[src/rtl/can_smp_pkg.sv]
package can_smp_pkg;

  typedef enum logic {
    ST_IDLE  = 1'b0,
    ST_FRAME = 1'b1
  } smp_state_e;

  // Sample offset in whole cycles: width scaled by a percentage, fraction dropped.
  function automatic logic [31:0] sp_offset(input logic [31:0] width,
                                            input logic [31:0] pct);
    logic [31:0] p;
    p = (pct > 32'd100) ? 32'd100 : pct;
    return (width * p) / 32'd100;
  endfunction

endpackage

[src/rtl/can_smp_sync.sv]
module can_smp_sync #(
  parameter int STAGES = 2
) (
  input  logic clk,
  input  logic rst_n,
  input  logic din,
  output logic dout
);
  logic [STAGES-1:0] chain_q;

  // Reset to recessive so the line reads idle until real samples arrive.
  always_ff @(posedge clk or negedge rst_n) begin
    if (!rst_n) chain_q <= '1;
    else        chain_q <= {chain_q[STAGES-2:0], din};
  end

  assign dout = chain_q[STAGES-1];
endmodule

[src/rtl/can_smp_ctrl.sv]
module can_smp_ctrl
  import can_smp_pkg::*;
(
  input  logic clk,
  input  logic rst_n,
  input  logic rx_s,
  input  logic frame_done,
  input  logic abort,
  output logic sof,
  output logic active
);
  smp_state_e state_q;

  assign sof    = (state_q == ST_IDLE) && !rx_s && !abort;
  assign active = (state_q == ST_FRAME);

  always_ff @(posedge clk or negedge rst_n) begin
    if (!rst_n)                  state_q <= ST_IDLE;
    else if (abort || frame_done) state_q <= ST_IDLE;
    else if (sof)                state_q <= ST_FRAME;
  end

  assert_abort_idle_R8: assert property (@(posedge clk) disable iff (!rst_n)
    abort |=> !active);

  assert_done_idle_R7: assert property (@(posedge clk) disable iff (!rst_n)
    frame_done |=> !active);

  assert_start_on_dominant_R2: assert property (@(posedge clk) disable iff (!rst_n)
    $rose(active) |-> $past(!rx_s));
endmodule

[src/rtl/can_smp_timer.sv]
module can_smp_timer
  import can_smp_pkg::*;
#(
  parameter int CNT_W = 24,
  parameter int W_W   = 16,
  parameter int P_W   = 7
) (
  input  logic           clk,
  input  logic           rst_n,
  input  logic           sof,
  input  logic           active,
  input  logic [W_W-1:0] bit_cycles,
  input  logic [P_W-1:0] sp_pct,
  output logic           hit
);
  logic [CNT_W-1:0] since_q;   // cycles elapsed since the start-of-frame edge
  logic [CNT_W-1:0] target_q;  // elapsed count of the next sample instant
  logic [CNT_W-1:0] width_q;   // bit width captured at start of frame

  assign hit = active && (since_q == target_q);

  always_ff @(posedge clk or negedge rst_n) begin
    if (!rst_n) begin
      since_q  <= '0;
      target_q <= '0;
      width_q  <= '0;
    end else if (sof) begin
      since_q  <= '0;
      width_q  <= CNT_W'(bit_cycles);
      target_q <= CNT_W'(sp_offset(32'(bit_cycles), 32'(sp_pct)));
    end else if (active) begin
      since_q <= since_q + 1'b1;
      if (hit) target_q <= target_q + width_q;
    end
  end

  assert_one_cycle_strobe_R3: assert property (@(posedge clk) disable iff (!rst_n)
    (hit && width_q > 1) |=> !hit);
endmodule

[src/rtl/can_bit_sampler.sv]
module can_bit_sampler #(
  parameter int CNT_W = 24,
  parameter int W_W   = 16,
  parameter int P_W   = 7
) (
  input  logic           clk,
  input  logic           rst_n,
  input  logic           rx,
  input  logic [W_W-1:0] bit_cycles,
  input  logic [P_W-1:0] sp_pct,
  input  logic           frame_done,
  input  logic           abort,
  output logic           bit_valid,
  output logic           bit_value,
  output logic           frame_active
);
  logic rx_s;
  logic sof;
  logic active;
  logic hit;

  can_smp_sync #(.STAGES(2)) u_sync (
    .clk  (clk),
    .rst_n(rst_n),
    .din  (rx),
    .dout (rx_s)
  );

  can_smp_ctrl u_ctrl (
    .clk       (clk),
    .rst_n     (rst_n),
    .rx_s      (rx_s),
    .frame_done(frame_done),
    .abort     (abort),
    .sof       (sof),
    .active    (active)
  );

  can_smp_timer #(.CNT_W(CNT_W), .W_W(W_W), .P_W(P_W)) u_timer (
    .clk       (clk),
    .rst_n     (rst_n),
    .sof       (sof),
    .active    (active),
    .bit_cycles(bit_cycles),
    .sp_pct    (sp_pct),
    .hit       (hit)
  );

  always_ff @(posedge clk or negedge rst_n) begin
    if (!rst_n) begin
      bit_valid <= 1'b0;
      bit_value <= 1'b1;
    end else begin
      bit_valid <= hit;
      if (hit) bit_value <= rx_s;
    end
  end

  assign frame_active = active;

  assert_strobe_only_in_frame_R9: assert property (@(posedge clk) disable iff (!rst_n)
    bit_valid |-> $past(frame_active));
endmodule

[config.mk]
export PLATFORM = sky130hd
export DESIGN_NAME = can_bit_sampler
export DESIGN_NICKNAME = d
export VERILOG_FILES = /design/src/rtl/can_smp_pkg.sv /design/src/rtl/can_smp_sync.sv /design/src/rtl/can_smp_ctrl.sv /design/src/rtl/can_smp_timer.sv /design/src/rtl/can_bit_sampler.sv
export SDC_FILE = /design/constraint.sdc
export NUM_CORES = 1
export LEC_CHECK = 0
export BUFFER_PORTS_ARGS = -buffer_cell sky130_fd_sc_hd__buf_2
export CORE_MARGIN = 8
export CORE_UTILIZATION = 25
export DETAILED_ROUTE_END_ITERATION = 10
export GPL_ROUTABILITY_DRIVEN = 0
export SLEW_MARGIN = 20
export SYNTH_ARGS = -nofsm -noshare
export SYNTH_HDL_FRONTEND = slang
export SYNTH_SLANG_ARGS = --single-unit
export TNS_END_PERCENT = 50
[constraint.sdc]
create_clock -name clk -period 6 [get_ports clk]
set_input_delay 0 -clock clk [delete_from_list [all_inputs] [get_ports clk]]
set_output_delay 0 -clock clk [all_outputs]
set_load 0.02 [all_outputs]
Word level (Yosys, flattened, before mapping)
Cells that the tools add are included.
- register bits after elaboration: 69
- bits of input ports: 28
- output and inout bits: 3
- logic and storage cells: 32
- $add $sub $neg: 2
- multipliers: 1
- divide/modulo/power cells: 1
- magnitude comparators: 1
- equality and inequality tests: 1
- mux-type cells: 8
- bitwise operators: 1
- reductions and logical operators: 10
- operator list (operator ; count):
    two-way mux 24 bit ; 5
    divider 32 x 7 -> 32 bit, second input constant ; 1
    multiplier 16 x 32 -> 32 bit ; 1
    adder 24 x 1 -> 24 bit, second input constant ; 1
    adder 24 x 16 -> 24 bit ; 1
    equality test 24 bit ; 1
    greater-than comparator 7 bit, second input constant ; 1
    two-way mux 7 bit ; 1
    nonzero test 2 bit ; 3
    logical AND 1 bit ; 3
    zero test 1 bit ; 2
    two-way mux 1 bit ; 2
    AND reduction 2 bit ; 1
    logical OR 1 bit ; 1
    NOT 1 bit ; 1

Longest topological paths before layout
Gate-level depths: netlist of the first run.
- depth in word-level cells: 5
- depth in mapped cells: 63

Cells and area by module
From an unflattened synthesis of the first run, not the netlist that was laid out.
- cell total of the unflattened synthesis: 1493
- area, all modules: 12055.3 sq um
- by module, submodules not included (module ; times used ; cells each ; area an instance (sq um) ; sequential area each (sq um)):
    can_smp_timer ; 1 ; 1484 ; 11890.2 ; 1601.5
    can_bit_sampler ; 1 ; 3 ; 66.3 ; 51.3
    can_smp_sync ; 1 ; 2 ; 52.6 ; 52.6
    can_smp_ctrl ; 1 ; 4 ; 46.3 ; 25.0

Worst setup path before layout of the first run
No wires, ideal clock.
- path kind: input to register
- start: input sp_pct[2]
- end: register u_timer.target_q[0]
- arrival: 13.611 ns
- required time: 5.865 ns
- setup slack: -7.746 ns
- cell stages on the path: 57
- path through: o311ai_0 -> clkbuf_1 -> and3_1 -> fa_1 -> fa_1 -> fa_1 -> inv_1 -> fa_1 -> inv_1 -> ha_1 -> buf_2 -> nand2_1 -> nor2_1 -> o211ai_2 -> and3_1 -> or3_1 -> buf_2 -> a21oi_1 -> [... 21 more ...] -> and4_4 -> nor4_4 -> nand4_1 -> o221a_2 -> a221o_1 -> o311a_1 -> and3_1 -> buf_6 -> o21a_1 -> buf_4 -> xnor2_4 -> nand2_1 -> o32ai_2 -> nand3b_1 -> o41ai_2 -> a21oi_1 -> o2111ai_1 -> nand4_1
- cells in the longest elaborated chain, start to end: 5
- RTL lines (element ; line ; RTL):
    start, declared ; can_bit_sampler.sv:10 ; input logic [P_W-1:0] sp_pct,
    greater-than comparator 7 bit ; can_smp_pkg.sv:12 ; p = (pct > 32'd100) ? 32'd100 : pct;
    two-way mux 7 bit * ; can_smp_pkg.sv:12 ;
    multiplier 16 x 32 -> 32 bit * ; can_smp_pkg.sv:13 ; return (width * p) / 32'd100;
    divider 32 x 7 -> 32 bit * ; can_smp_pkg.sv:13 ;
    two-way mux 24 bit * ; can_smp_timer.sv:27 ; end else if (sof) begin
    end signal, assigned ; can_smp_timer.sv:30 ; target_q <= CNT_W'(sp_offset(32'(bit_cycles), 32'(sp_pct)));
    end signal, assigned ; can_smp_timer.sv:33 ; if (hit) target_q <= target_q + width_q;
    end, declared ; can_smp_timer.sv:17 ; logic [CNT_W-1:0] target_q;
Every way passes the cells marked *; elsewhere a longest branch is shown, timed or not.
A chain may end at the register's enable or synchronous reset.

Worst setup path in the final report of the first run
- start: input sp_pct[4]
- end: register u_timer.target_q[1]
Same word-level chain as after synthesis.

==> results of run 1 <==
## flip-flops by register name (all words and copies together) (netlist names)
signal,count
u_sync.chain_q,2
bit_value,1
u_timer.since_q,24
u_ctrl.active,1
u_timer.target_q,24
u_timer.width_q,16
bit_valid,1
## cells by family after synthesis
| logic type | after synthesis | share of synthesized area |
|---|---|---|
| xor gates and xnor gates | 102 | 0.07758 |
| muxes | 15 | 0.01298 |
| buffers and inverters | 139 | 0.04961 |
| and+or+nand+nor | 635 | 0.2731 |
| DFF | 69 | 0.1460 |
| adders and majority gates | 136 | 0.1871 |
| AOI/OAI and AO/OA | 408 | 0.2536 |
## critical path: cells and delay by family
kind	cells	cell delay [ps]
buffers and inverters	13	1930
AO/OA/AOI/OAI	26	5700
multiplexers	4	1230
AND/OR/NAND/NOR	11	2300
adder cells (fa/ha/maj)	5	2380
## repair_timing
action	4_1_cts	5_1_grt
gates cloned	1	1
setup buffers	69	13
hold endpoints to repair	68	0
endpoints found under the setup margin	16	16
resized for setup	223	89
pin swaps	82	80
hold buffers	4	0
## worst paths after layout
path,start,end,slack (ps)
min reg2reg,u_sync.chain_q[0]$_DFF_PN1_,u_sync.chain_q[1]$_DFF_PN1_,360
min in group asynchronous,rst_n,u_timer.since_q[2]$_DFFE_PN0P_,400
min,bit_cycles[9],u_timer.width_q[9]$_DFFE_PN0P_,100
max in group asynchronous,rst_n,u_timer.since_q[21]$_DFFE_PN0P_,4990
max reg2reg,u_timer.target_q[1]$_DFFE_PN0P_,u_timer.target_q[21]$_DFFE_PN0P_,1870
max,sp_pct[4],u_timer.target_q[1]$_DFFE_PN0P_,-7390
## metal layers
layer	wire, um	vias up
met1	18260	6565
li1	-	6446
met3	1635	111
met4	1226	2
met2	21130	341
met5	13	-
## cells in the mapped netlist (6+ instances only)
| cell | n |
|---|---|
| sky130_fd_sc_hd__nand2_1 | 197 |
| sky130_fd_sc_hd__nor2_1 | 109 |
| sky130_fd_sc_hd__a21oi_1 | 86 |
| sky130_fd_sc_hd__inv_1 | 72 |
| sky130_fd_sc_hd__fa_1 | 70 |
| sky130_fd_sc_hd__dfrtp_1 | 66 |
| sky130_fd_sc_hd__and3_1 | 65 |
| sky130_fd_sc_hd__ha_1 | 62 |
| sky130_fd_sc_hd__nand3_1 | 62 |
| sky130_fd_sc_hd__o21ai_0 | 54 |
| sky130_fd_sc_hd__xnor2_1 | 54 |
| sky130_fd_sc_hd__and2_1 | 47 |
| sky130_fd_sc_hd__xor2_1 | 46 |
| sky130_fd_sc_hd__nor3_1 | 40 |
| sky130_fd_sc_hd__clkbuf_1 | 37 |
| sky130_fd_sc_hd__buf_2 | 22 |
| sky130_fd_sc_hd__a21o_1 | 20 |
| sky130_fd_sc_hd__o211ai_1 | 19 |
| sky130_fd_sc_hd__o21ai_1 | 19 |
| sky130_fd_sc_hd__a211oi_1 | 17 |
| sky130_fd_sc_hd__nand4_1 | 17 |
| sky130_fd_sc_hd__a31oi_1 | 16 |
| sky130_fd_sc_hd__o21bai_1 | 16 |
| sky130_fd_sc_hd__or3_1 | 16 |
| sky130_fd_sc_hd__o221ai_1 | 14 |
| sky130_fd_sc_hd__mux2i_1 | 12 |
| sky130_fd_sc_hd__nand2b_1 | 12 |
| sky130_fd_sc_hd__o21a_1 | 12 |
| sky130_fd_sc_hd__nor4_1 | 10 |
| sky130_fd_sc_hd__o31ai_1 | 9 |
| sky130_fd_sc_hd__a211o_1 | 8 |
| sky130_fd_sc_hd__a22oi_1 | 6 |
| sky130_fd_sc_hd__and4_1 | 6 |
| sky130_fd_sc_hd__nor2b_1 | 6 |
| sky130_fd_sc_hd__o211a_1 | 6 |
## cell type report
class                      instances  area share
timing repair buffer             543      0.2280
tap                              607     0.04074
inverter                          73     0.01470
clock inverter                     6    0.003758
clock buffer                      10     0.01228
sequential                        69     0.09281
multi-input combinational       1296      0.6077
## stage by stage
| step | util | setup TNS (ps) | hold WS, ps |
|---|---|---|---|
| after floorplan | - | -58580 | -295.6 |
| after global placement | 0.3458 | -73120 | 122.2 |
| after detailed placement | 0.3458 | -75250 | 119.5 |
| after CTS | 0.3886 | -61560 | 87.02 |
| after global routing | 0.3996 | -70240 | 126.7 |
| final | 0.3996 | -64440 | 99.24 |
==> results.txt, run 1 <==
The post-route standard cell area excluding fillers is 0.01864 mm^2. Of all cell types, the one taking the most synthesized area is sky130_fd_sc_hd__dfrtp_1. In the post-synthesis netlist, the biggest area contributors are sky130_fd_sc_hd__dfrtp_1 14%, sky130_fd_sc_hd__fa_1 12%, sky130_fd_sc_hd__ha_1 6.5%. The endpoint class of the critical path is a flip-flop. The count of unique library cells instantiated by Yosys came out at 118.

The core outline area is 0.04665 mm^2. TritonCTS built the clock tree. For this configuration, the core starts out at a cell density of 0.2541. Entering global routing, the biggest net connects 70 pins. At the placement stage, the worst setup path has a slack of -8157 ps. The routed layout has 13470 vias. The placement-stage cell area is 0.01614 mm^2. Of the post-synthesis cell area, the dominant cell type holds 0.1393. The number of slew-limit violations in the final report is 0. The remaining global-route overflow is 0. The global-route track usage on met1 is 0.1884. The critical setup path kind is in -> reg. The first global-routing pass estimated 69630 um of wire. The depth of the worst register-to-register path is 21.

The number of enable flip-flop cells after synthesis is 0. The arrival time reported for the critical path endpoint is 13560 ps. The number of nets with antenna violations after detailed routing came out at 0. The area of the mapped netlist is 0.01185 mm^2. The initial antenna violation count is 1. The quantity of I/O buffers inserted on ports came out at 30. Dividing the detail-routed via count by the number of cells gives 5.171. Setup repair after global routing could not meet its margin everywhere. The commonest non-fill, non-tap cell in the layout is sky130_fd_sc_hd__buf_4. The number of DRC markers in iteration 0 came out at 984. The count of max-cap constraint violations is 0.

The largest driver fanout on the critical path came out at 7. After global routing, the most crowded layer is met2. The count of non-filler cells in the finished layout came out at 2604. The highest cell delay on the worst timing path came out at 630 ps.

The total iterations of the first detailed-routing run came out at 8. The met3 demand-to-capacity share in global routing is 0.01511. The worst setup path is launched from a primary input. The number of global-route vias before repair came to 14010. The final period utilization came out at 2.232.

The required time of the worst setup path is 6170 ps. In the final layout, flip-flops and latches occupy 0.001730 mm^2. Counting every net in the synthesized netlist gives 1664. The hold violation total from the final report is 0. Dividing the synthesized area by the synthesized cell count gives 7.882 um^2. For this run, design rule violations remaining after detail routing come to 0. The clock sink count came out at 69. The post-synthesis cell count is 1504.

The overall die width is 233.8 um. Leaving out fill and tap cells, the most frequent cells in the layout are 471 x sky130_fd_sc_hd__buf_4, 177 x sky130_fd_sc_hd__nand2_1, 92 x sky130_fd_sc_hd__nor2_1. The final routed wirelength across all metal layers is 42270 um. The top-level I/O count came out at 31. Counting flops with an async set or reset pin after synthesis yields a share of 1.000.

0 antenna diodes ended up in the layout. For the pin with the worst max-slew slack, the measured transition is 913.2 ps. The most used flip-flop cell after synthesis is sky130_fd_sc_hd__dfrtp_1. After clock tree synthesis, the clock-pin slew on the worst setup and hold paths is 60 ps. The number of warnings printed during yosys synthesis came out at 0.

Setup violations remaining at the end of the flow were counted as 16. For met2 alone, demand over resource in global routing was 0.2722. The number of nets at the end of the flow came out at 2152. The clock root buffer is sky130_fd_sc_hd__clkbuf_16. The worst clock skew is 6.140 ps. The proportion of synthesized chip area in sequential cells came out at 0.1460. The number of cells in the design after placement came out at 2503.

After layout, the worst setup slack is -7391 ps. The final reports fail on setup timing. The growth of design area from synthesis to finish came out at 57.28%.

The layout has 4541 filler cells. The share of post-route cells with drive strength above 1 came out at 0.4367. The die is 233.8 um tall. The run finished, with violations left. The register bit total from synthesis came out at 69. The total half-perimeter wirelength after legalization and detailed placement came out at 31990 um. The highest attainable clock frequency came out at 0.07468 GHz. The worst pin sits at a relative slew slack of 0.3912. The average wire per cell in the routed design is 16.23 um. The TritonCTS buffer count came out at 9. The slowest library cell on the worst path is sky130_fd_sc_hd__fa_2. The count of standard-cell rows came out at 79. The global routing usage summed across all routing layers came out at 0.1519.

No sink is reached through more buffers than the 2 on the longest clock path. In the final layout, the multi-input gates occupy 0.01133 mm^2. The path class of the tightest hold or removal check is in -> reg. The worst-skew pair later-pin latency is 330 ps. The shortest period the worst path allows came out at 13390 ps. The die area is 0.05464 mm^2.

The cell repeated most along the worst path is sky130_fd_sc_hd__buf_4. The depth of the CTS H-tree is 3. Counting instances, the worst hold path has a depth of 4.
Power of run 1 is not shown: default switching activity piles up to over one toggle a cycle in this logic, so the estimate is an artifact.
==> run 2, diff against run 1 <==
--- a/config.mk
+++ b/config.mk
@@ -5,10 +5,11 @@
 export SDC_FILE = /design/constraint.sdc
 export NUM_CORES = 1
 export LEC_CHECK = 0
-export BUFFER_PORTS_ARGS = -buffer_cell sky130_fd_sc_hd__buf_2
+export ABC_AREA = 1
 export CORE_MARGIN = 8
 export CORE_UTILIZATION = 25
 export DETAILED_ROUTE_END_ITERATION = 10
+export DONT_BUFFER_PORTS = 1
 export GPL_ROUTABILITY_DRIVEN = 0
 export SLEW_MARGIN = 20
 export SYNTH_ARGS = -nofsm -noshare
==> results.txt, run 2 <==
CTS placed an instance of sky130_fd_sc_hd__clkbuf_16 at the clock tree root. In the layout the commonest cells are 414 x sky130_fd_sc_hd__nand2_1, 295 x sky130_fd_sc_hd__inv_1, 279 x sky130_fd_sc_hd__buf_4. The count of standard-cell rows is 77 (-2.5%). The startpoint of the worst-slack reg-to-reg timing path is u_timer.target_q[2]$_DFFE_PN0P_. The share of post-route cells with drive strength above 1 is 0.3270 (-0.1096). The highest attainable clock frequency came out at 0.08743 GHz (+17%).

The global-route wire length before repair is 55520 um (-20%). The core outline area came out at 0.04393 mm^2 (-5.8%). In the final layout, the registers with the most flip-flops are u_timer.since_q: 24 flops, u_timer.target_q: 24 flops, u_timer.width_q: 16 flops. The final routed wirelength across all metal layers came out at 33140 um (-22%). The min-delay analysis places its worst path in the category in -> reg. The fraction of synthesis flops using an asynchronous set or reset pin came to 1.000 (unchanged).

Sorting the synthesized cells by area gives the leading types as sky130_fd_sc_hd__nand2_1 17%, sky130_fd_sc_hd__dfrtp_1 15%, sky130_fd_sc_hd__fa_1 13%. The count of non-filler cells in the finished layout came to 2595 (-0.35%). The count of max-cap constraint violations is 0 (unchanged).

The cell count of the worst hold path is 3 (-1). The number of failing setup endpoints in the final timing report was 14 (-2). The worst clock skew came out at 6.892 ps (+0.7520 ps). The number of cells in the design after placement is 2465 (-1.5%). The sequential cell area was 0.001730 mm^2 (unchanged).

The endpoint class of the critical path is a flip-flop. The number of remaining DRC errors came out at 0 (unchanged). The synthesized netlist net count came out at 1866 (+12%). The TritonCTS buffer count came out at 9 (unchanged). The checks that failed: setup timing. The depth of the worst register-to-register path is 23 (+9.5%). The largest driver fanout on the critical path is 7 (unchanged). The total half-perimeter wirelength after legalization and detailed placement is 25800 um (-19%). The initial core utilization came out at 0.2513 (-0.002766). The per-instance average area after synthesis is 6.472 um^2 (-18%). The top-level I/O count was 31 (unchanged). The die area came out at 0.05114 mm^2 (-6.4%).

The via-per-instance ratio is 4.527 (-12%). The worst setup margin came to -5438 ps (+1953 ps). The startpoint kind of the worst setup timing path is a primary input. The depth of the CTS H-tree came out at 3 (unchanged).

The register bit total from synthesis is 69 (unchanged). sky130_fd_sc_hd__nand2_1 takes more of the synthesized area than any other cell. The area share of the leading cell type in the synthesized netlist came out at 0.1697 (+0.03032). The initial antenna violation count is 0 (-1). The library cell used most frequently in the layout, excluding fill and tap cells, is sky130_fd_sc_hd__nand2_1. The clock input transition at the sequential cells of the worst setup and hold paths came out at 60 ps (about the same). The average wire per cell in the routed design was 12.77 um (-21%). The remaining global-route overflow is 0 (unchanged). By instance count, the cell type seen most on the critical path is sky130_fd_sc_hd__buf_4. The fill cell total of the finished layout came out at 4590 (+1.1%). The arrival time reported for the critical path endpoint is 11630 ps (-1930 ps). The area of combinational cells with multiple inputs came out at 0.009133 mm^2 (-19%). The highest cell delay on the worst timing path is 540 ps (-90 ps). The worst slew margin relative to its limit is 0.4948 (+0.1036). The most common cell in the synthesized netlist is sky130_fd_sc_hd__nand2_1.

The growth of design area from synthesis to finish came out at 41.35%. The internal reg-to-reg setup slack came to 2000 ps (+130 ps). The final period utilization is 1.906 (-0.3256).

The shortest period the worst path allows came out at 11440 ps (-1953 ps). The worst-margin pin slew is 757.8 ps (-155.4 ps). The largest net degree at the start of global routing came out at 70 (unchanged). The total iterations of the first detailed-routing run is 5 (-3). Setup repair after global routing could not meet its margin everywhere. The worst-skew pair later-pin latency came to 340 ps (about the same). The overall die width came out at 226.2 um (-3.3%).

The slowest library cell on the worst path is sky130_fd_sc_hd__fa_1. The quantity of I/O buffers inserted on ports came to 0 (-100%). The number of global-route vias before repair is 11810 (-16%).

The global routing usage summed across all routing layers came to 0.1288 (-0.02308). The hold violation total from the final report is 0 (unchanged). The required time of the worst setup path came out at 6190 ps (+20 ps).

After synthesis, the most frequently instantiated cells are 499 x sky130_fd_sc_hd__nand2_1, 312 x sky130_fd_sc_hd__inv_1, 128 x sky130_fd_sc_hd__nor2_1. The number of DRC markers in iteration 0 came out at 591 (-40%). The number of enable flip-flop cells after synthesis is 0 (unchanged).

The path with the worst hold slack has its endpoint at u_timer.width_q[10]$_DFFE_PN0P_. The clock sink count came out at 69 (unchanged). The number of nets with antenna violations after detailed routing came out at 0 (unchanged).

The startpoint identified for the worst hold timing path is bit_cycles[10]. The total number of vias came out at 11750 (-13%). The area of the mapped netlist came to 0.01104 mm^2 (-6.9%). The number of buffers on the longest clock path came out at 2 (unchanged). The number of nets at the end of the flow came out at 2158 (+0.28%). The vertical extent of the die is 226.2 um (-3.3%). The proportion of synthesized chip area in sequential cells came out at 0.1567 (+0.01075). The count of unique library cells instantiated by Yosys came out at 54 (-54%). The terminus of the critical flop-to-flop path is u_timer.target_q[19]$_DFFE_PN0P_. The most used flip-flop cell after synthesis is sky130_fd_sc_hd__dfrtp_1. The flow ran to the end, but the final reports show violations.

The clock tree from TritonCTS is yes. The post-synthesis cell count came out at 1706 (+13%). The number of warnings printed during yosys synthesis is 0 (unchanged). The number of antenna repair diodes came out at 0 (unchanged). The critical setup path kind is in -> reg. The number of slew-limit violations in the final report is 0 (unchanged).
run 2: metrics by stage:
step / utilization / worst slack [ps] / hold WS [ps] / cell area (um^2) / setup TNS [ps]
after global routing: 0.3552 / -6153 / 45.32 / 15610 / -57010
after global placement: 0.3053 / -5402 / -292.4 / 13410 / -46260
after floorplan: - / -4731 / -295.6 / 11380 / -36090
final: 0.3552 / -5438 / 40.38 / 15610 / -48190
after detailed placement: 0.3053 / -5809 / -291.6 / 13410 / -50520
after CTS: 0.3390 / -5065 / 9.790 / 14890 / -44730
run 2: cells by family (layout without fill, tap and decap cells):
group                    after synthesis  count (layout)  share of synthesized area
buffers and inverters                370             666                     0.1260
XOR/XNOR                              35              35                    0.02776
AND/OR/NAND/NOR                      927             928                     0.4010
adder cells (fa/ha/maj)              132             132                     0.1972
flip-flops                            69              69                     0.1567
multiplexers                           1               1                  0.0009067
AO/OA/AOI/OAI                        172             172                    0.09044
run 2: timing repair:
action | 4_1_cts | 5_1_grt
pin swaps | 69 | 103
setup endpoints to repair | 15 | 15
buffers inserted | 72 | 26
resized for setup | 111 | 126
endpoints found under the hold margin | 81 | 0
hold buffers | 15 | 0
cloned | 1 | 0
run 2: layer usage:
metal / GRT usage / share of wire
met1: 0.1638 / 0.46
met2: 0.2346 / 0.50
met3: 0.01026 / 0.025
met4: 0.02812 / 0.016
met5: 0 / 0
run 2: how the worst max path moves through the flow:
| stage | startpoint | end | slack [ps] | cells past startpoint |
|---|---|---|---|---|
| floorplan | sp_pct[6] | u_timer.target_q[0]$_DFFE_PN0P_ | -4730 | 106 |
| global placement | sp_pct[0] | u_timer.target_q[0]$_DFFE_PN0P_ | -5400 | 103 |
| detailed placement | sp_pct[0] | u_timer.target_q[0]$_DFFE_PN0P_ | -5810 | 103 |
| CTS | sp_pct[0] | u_timer.target_q[0]$_DFFE_PN0P_ | -5060 | 101 |
| global route | sp_pct[0] | u_timer.target_q[0]$_DFFE_PN0P_ | -6150 | 101 |
| finish | sp_pct[0] | u_timer.target_q[12]$_DFFE_PN0P_ | -5440 | 91 |
run 2: worst max-delay path, delay by kind of cell:
family                   cells  cell delay, ps
buffers and inverters       47            5410
AND/OR/NAND/NOR             36            3650
adder cells (fa/ha/maj)      5            2220
AO/OA/AOI/OAI                3             340
run 2: area by class of cell:
cell class | count | share of cell area
clock buffers | 10 | 0.01531
clock inverters | 6 | 0.004410
inverters | 349 | 0.08538
multi-input cells | 1268 | 0.5852
flip-flops and latches | 69 | 0.1109
well taps | 592 | 0.04746
repair buffers | 301 | 0.1514
Power of run 2 is left out for the same reason.
==> run 3, diff against run 2 <==
--- a/config.mk
+++ b/config.mk
@@ -11,6 +11,7 @@
 export DETAILED_ROUTE_END_ITERATION = 10
 export DONT_BUFFER_PORTS = 1
 export GPL_ROUTABILITY_DRIVEN = 0
+export GPL_TIMING_DRIVEN = 0
 export SLEW_MARGIN = 20
 export SYNTH_ARGS = -nofsm -noshare
 export SYNTH_HDL_FRONTEND = slang
==> results.txt, run 3 (synthesized netlist as in run 2, its figures left out) <==
The run finished, with violations left. The final reports fail on setup timing. The shortest period the worst path allows is 11700 ps (+258.0 ps). The quantity of I/O buffers inserted on ports is 0 (unchanged). The hold violation total from the final report came out at 0 (unchanged). The arrival time reported for the critical path endpoint was 11920 ps (+290 ps). The buffer and inverter count on the worst path came out at 16 (-66%).

Broken down by cell family, the worst path's largest delay share belongs to simple AND/OR/NAND/NOR gates. The worst-margin pin slew was 944.4 ps (+186.6 ps). The initial core utilization is 0.2513 (unchanged). The initial antenna violation count is 0 (unchanged). CTS placed an instance of sky130_fd_sc_hd__clkbuf_16 at the clock tree root.

The worst setup path is of the in -> reg kind. Setup repair after global routing could not meet its margin everywhere. The number of global-route vias before repair is 11300 (-4.3%). The core utilization of the finished layout came to 0.3356 (-0.01965). The worst setup path is captured at a flip-flop. The global-route track usage on met1 is 0.1621 (-0.001676). The clock input transition at the sequential cells of the worst setup and hold paths came out at 60 ps (about the same).

The post-route standard cell area excluding fillers came out at 0.01474 mm^2 (-5.5%). The met3 demand-to-capacity share in global routing came to 0.01766 (+0.007402). Tracing the worst setup path back leads to its startpoint at sp_pct[0]. The worst-skew pair later-pin latency is 350 ps (about the same). The count of max-cap constraint violations is 0 (unchanged). The number of DRC markers in iteration 0 is 975 (+65%).

The largest driver fanout on the critical path is 7 (unchanged). The final routed wirelength across all metal layers came to 33070 um (-0.21%). The die area came out at 0.05114 mm^2 (unchanged). The share of post-route cells with drive strength above 1 is 0.2707 (-0.05629). The vertical extent of the die is 226.2 um (unchanged). The overall die width is 226.2 um (unchanged). The number of slew-limit violations in the final report came out at 0 (unchanged).

The average wire per cell in the routed design is 13.50 um (+5.7%). The highest attainable clock frequency came out at 0.08550 GHz (-2.2%). The top-level I/O count came to 31 (unchanged).

The number of remaining DRC errors came out at 0 (unchanged). The worst slew margin relative to its limit is 0.3659 (-0.1289). The TritonCTS buffer count is 9 (unchanged). In the layout the commonest cells are 407 x sky130_fd_sc_hd__nand2_1, 289 x sky130_fd_sc_hd__inv_1, 111 x sky130_fd_sc_hd__nor2_1. The worst clock skew was 8.689 ps (+1.797 ps).

The required time of the worst setup path is 6220 ps (+30 ps). The number of stages on the worst setup path was 95 (+4.4%). The library cell used most frequently in the layout, excluding fill and tap cells, is sky130_fd_sc_hd__nand2_1. The core outline area came out at 0.04393 mm^2 (unchanged). The worst setup margin came out at -5696 ps (-258.0 ps). The endpoint identified for the worst register-to-register timing path is u_timer.target_q[23]$_DFFE_PN0P_. The cell repeated most along the worst path is sky130_fd_sc_hd__nand2_4. The remaining global-route overflow was 0 (unchanged). The number of antenna repair diodes came out at 0 (unchanged). The worst setup path is launched from a primary input. The largest net degree at the start of global routing is 70 (unchanged). TritonCTS built the clock tree.

The depth of the worst register-to-register path is 22 (-4.3%). From synthesis to final layout, the design area changed by 33.53%. In this run the critical register-to-register path is launched from u_timer.target_q[2]$_DFFE_PN0P_. In this run the most used layer during global routing was met2. The highest cell delay on the worst timing path is 560 ps (+20 ps). The total half-perimeter wirelength after legalization and detailed placement came out at 25260 um (-2.1%). The internal reg-to-reg setup slack came out at 2150 ps (+150 ps). The global-route wire length before repair is 54730 um (-1.4%).

The number of nets with antenna violations after detailed routing came out at 0 (unchanged). The via-per-instance ratio is 4.631 (+2.3%). The number of buffers on the longest clock path came to 2 (unchanged). The total iterations of the first detailed-routing run came out at 5 (unchanged). The placement-stage cell area came to 0.01212 mm^2 (-9.6%). The final period utilization is 1.949 (+0.04301). The number of nets at the end of the flow came to 2013 (-6.7%).

The critical path endpoint is u_timer.target_q[3]$_DFFE_PN0P_. The global routing usage summed across all routing layers is 0.1286 (-0.0001989). The depth of the CTS H-tree is 3 (unchanged).

The number of failing setup endpoints in the final timing report came out at 14 (unchanged). The largest individual stage delay along the critical path comes from the cell sky130_fd_sc_hd__fa_1. The count of standard-cell rows is 77 (unchanged).

The total number of vias came out at 11350 (-3.4%). The min-delay analysis places its worst path in the category in -> reg. The clock sink count is 69 (unchanged). The met2 routing resource usage after global routing came out at 0.2294 (-0.005180). The largest registers in the layout are u_timer.since_q: 24 flops, u_timer.target_q: 24 flops, u_timer.width_q: 16 flops.
run 3: cell types whose count changed in the layout (fill, tap and decap cells not counted), moves of 5 or more:
| cell | before | now |
|---|---|---|
| sky130_fd_sc_hd__buf_4 | 279 | 96 |
| sky130_fd_sc_hd__nor2_1 | 106 | 111 |
| sky130_fd_sc_hd__buf_6 | 4 | 18 |
| sky130_fd_sc_hd__nand3_4 | 9 | 14 |
| sky130_fd_sc_hd__inv_1 | 295 | 289 |
| sky130_fd_sc_hd__clkbuf_1 | 0 | 10 |
| sky130_fd_sc_hd__o221ai_1 | 6 | 1 |
| sky130_fd_sc_hd__nand3_2 | 29 | 22 |
| sky130_fd_sc_hd__o221ai_2 | 2 | 7 |
| sky130_fd_sc_hd__dlygate4sd3_1 | 14 | 19 |
| sky130_fd_sc_hd__nand2_4 | 81 | 86 |
| sky130_fd_sc_hd__nand2_1 | 414 | 407 |
| sky130_fd_sc_hd__nor2_2 | 19 | 13 |
run 3: worst min path at each step:
stage | start | to | slack [ps] | depth (start not counted)
2_1_floorplan | rst_n | bit_valid$_DFF_PN0_ | -300 | 0
3_3_place_gp | rst_n | u_timer.since_q[11]$_DFFE_PN0P_ | -290 | 0
3_5_place_dp | rst_n | u_timer.since_q[11]$_DFFE_PN0P_ | -290 | 0
4_1_cts | abort | u_timer.since_q[1]$_DFFE_PN0P_ | 90 | 4
5_1_grt | abort | u_timer.since_q[1]$_DFFE_PN0P_ | 140 | 4
6_report | abort | u_timer.since_q[1]$_DFFE_PN0P_ | 120 | 4
run 3: final cells by class:
type                       count  area [um^2]
buffer                        20        172.7
clock buffer                   9        225.2
clock inverter                 7        103.9
fill                        4669        29190
inverter                     349         1353
multi-input combinational   1267         9234
sequential                    69         1730
tap                          592        740.7
timing repair buffer         137         1184
run 3: routing by layer:
layer / vias to the layer above / part of all wire
met4: 0 / 0.021
met3: 51 / 0.042
met2: 221 / 0.49
met1: 5426 / 0.44
met5: - / 0
li1: 5649 / -
run 3: worst min-delay path, delay by kind of cell:
family	cells	cell delay [ps]
simple gates	4	420
run 3: per-stage QoR:
step / hold WS, ps / setup TNS, ps / setup WS (ps) / cells
2_1_floorplan: -295.6 / -36090 / -4731 / 1706
3_3_place_gp: -293.1 / -57060 / -6457 / 2298
3_5_place_dp: -292.8 / -60570 / -6778 / 2298
4_1_cts: 92.60 / -44060 / -5493 / 2423
5_1_grt: 144.5 / -53940 / -6430 / 2450
6_report: 115.5 / -45880 / -5696 / 2450
run 3: what timing repair did:
action,CTS,global route
cloned,2,0
endpoints found under the hold margin,86,0
pin swaps,114,107
gates resized for setup,189,110
setup endpoints to repair,15,15
buffers inserted,88,27
hold buffers,20,0
Power of run 3 is left out for the same reason.
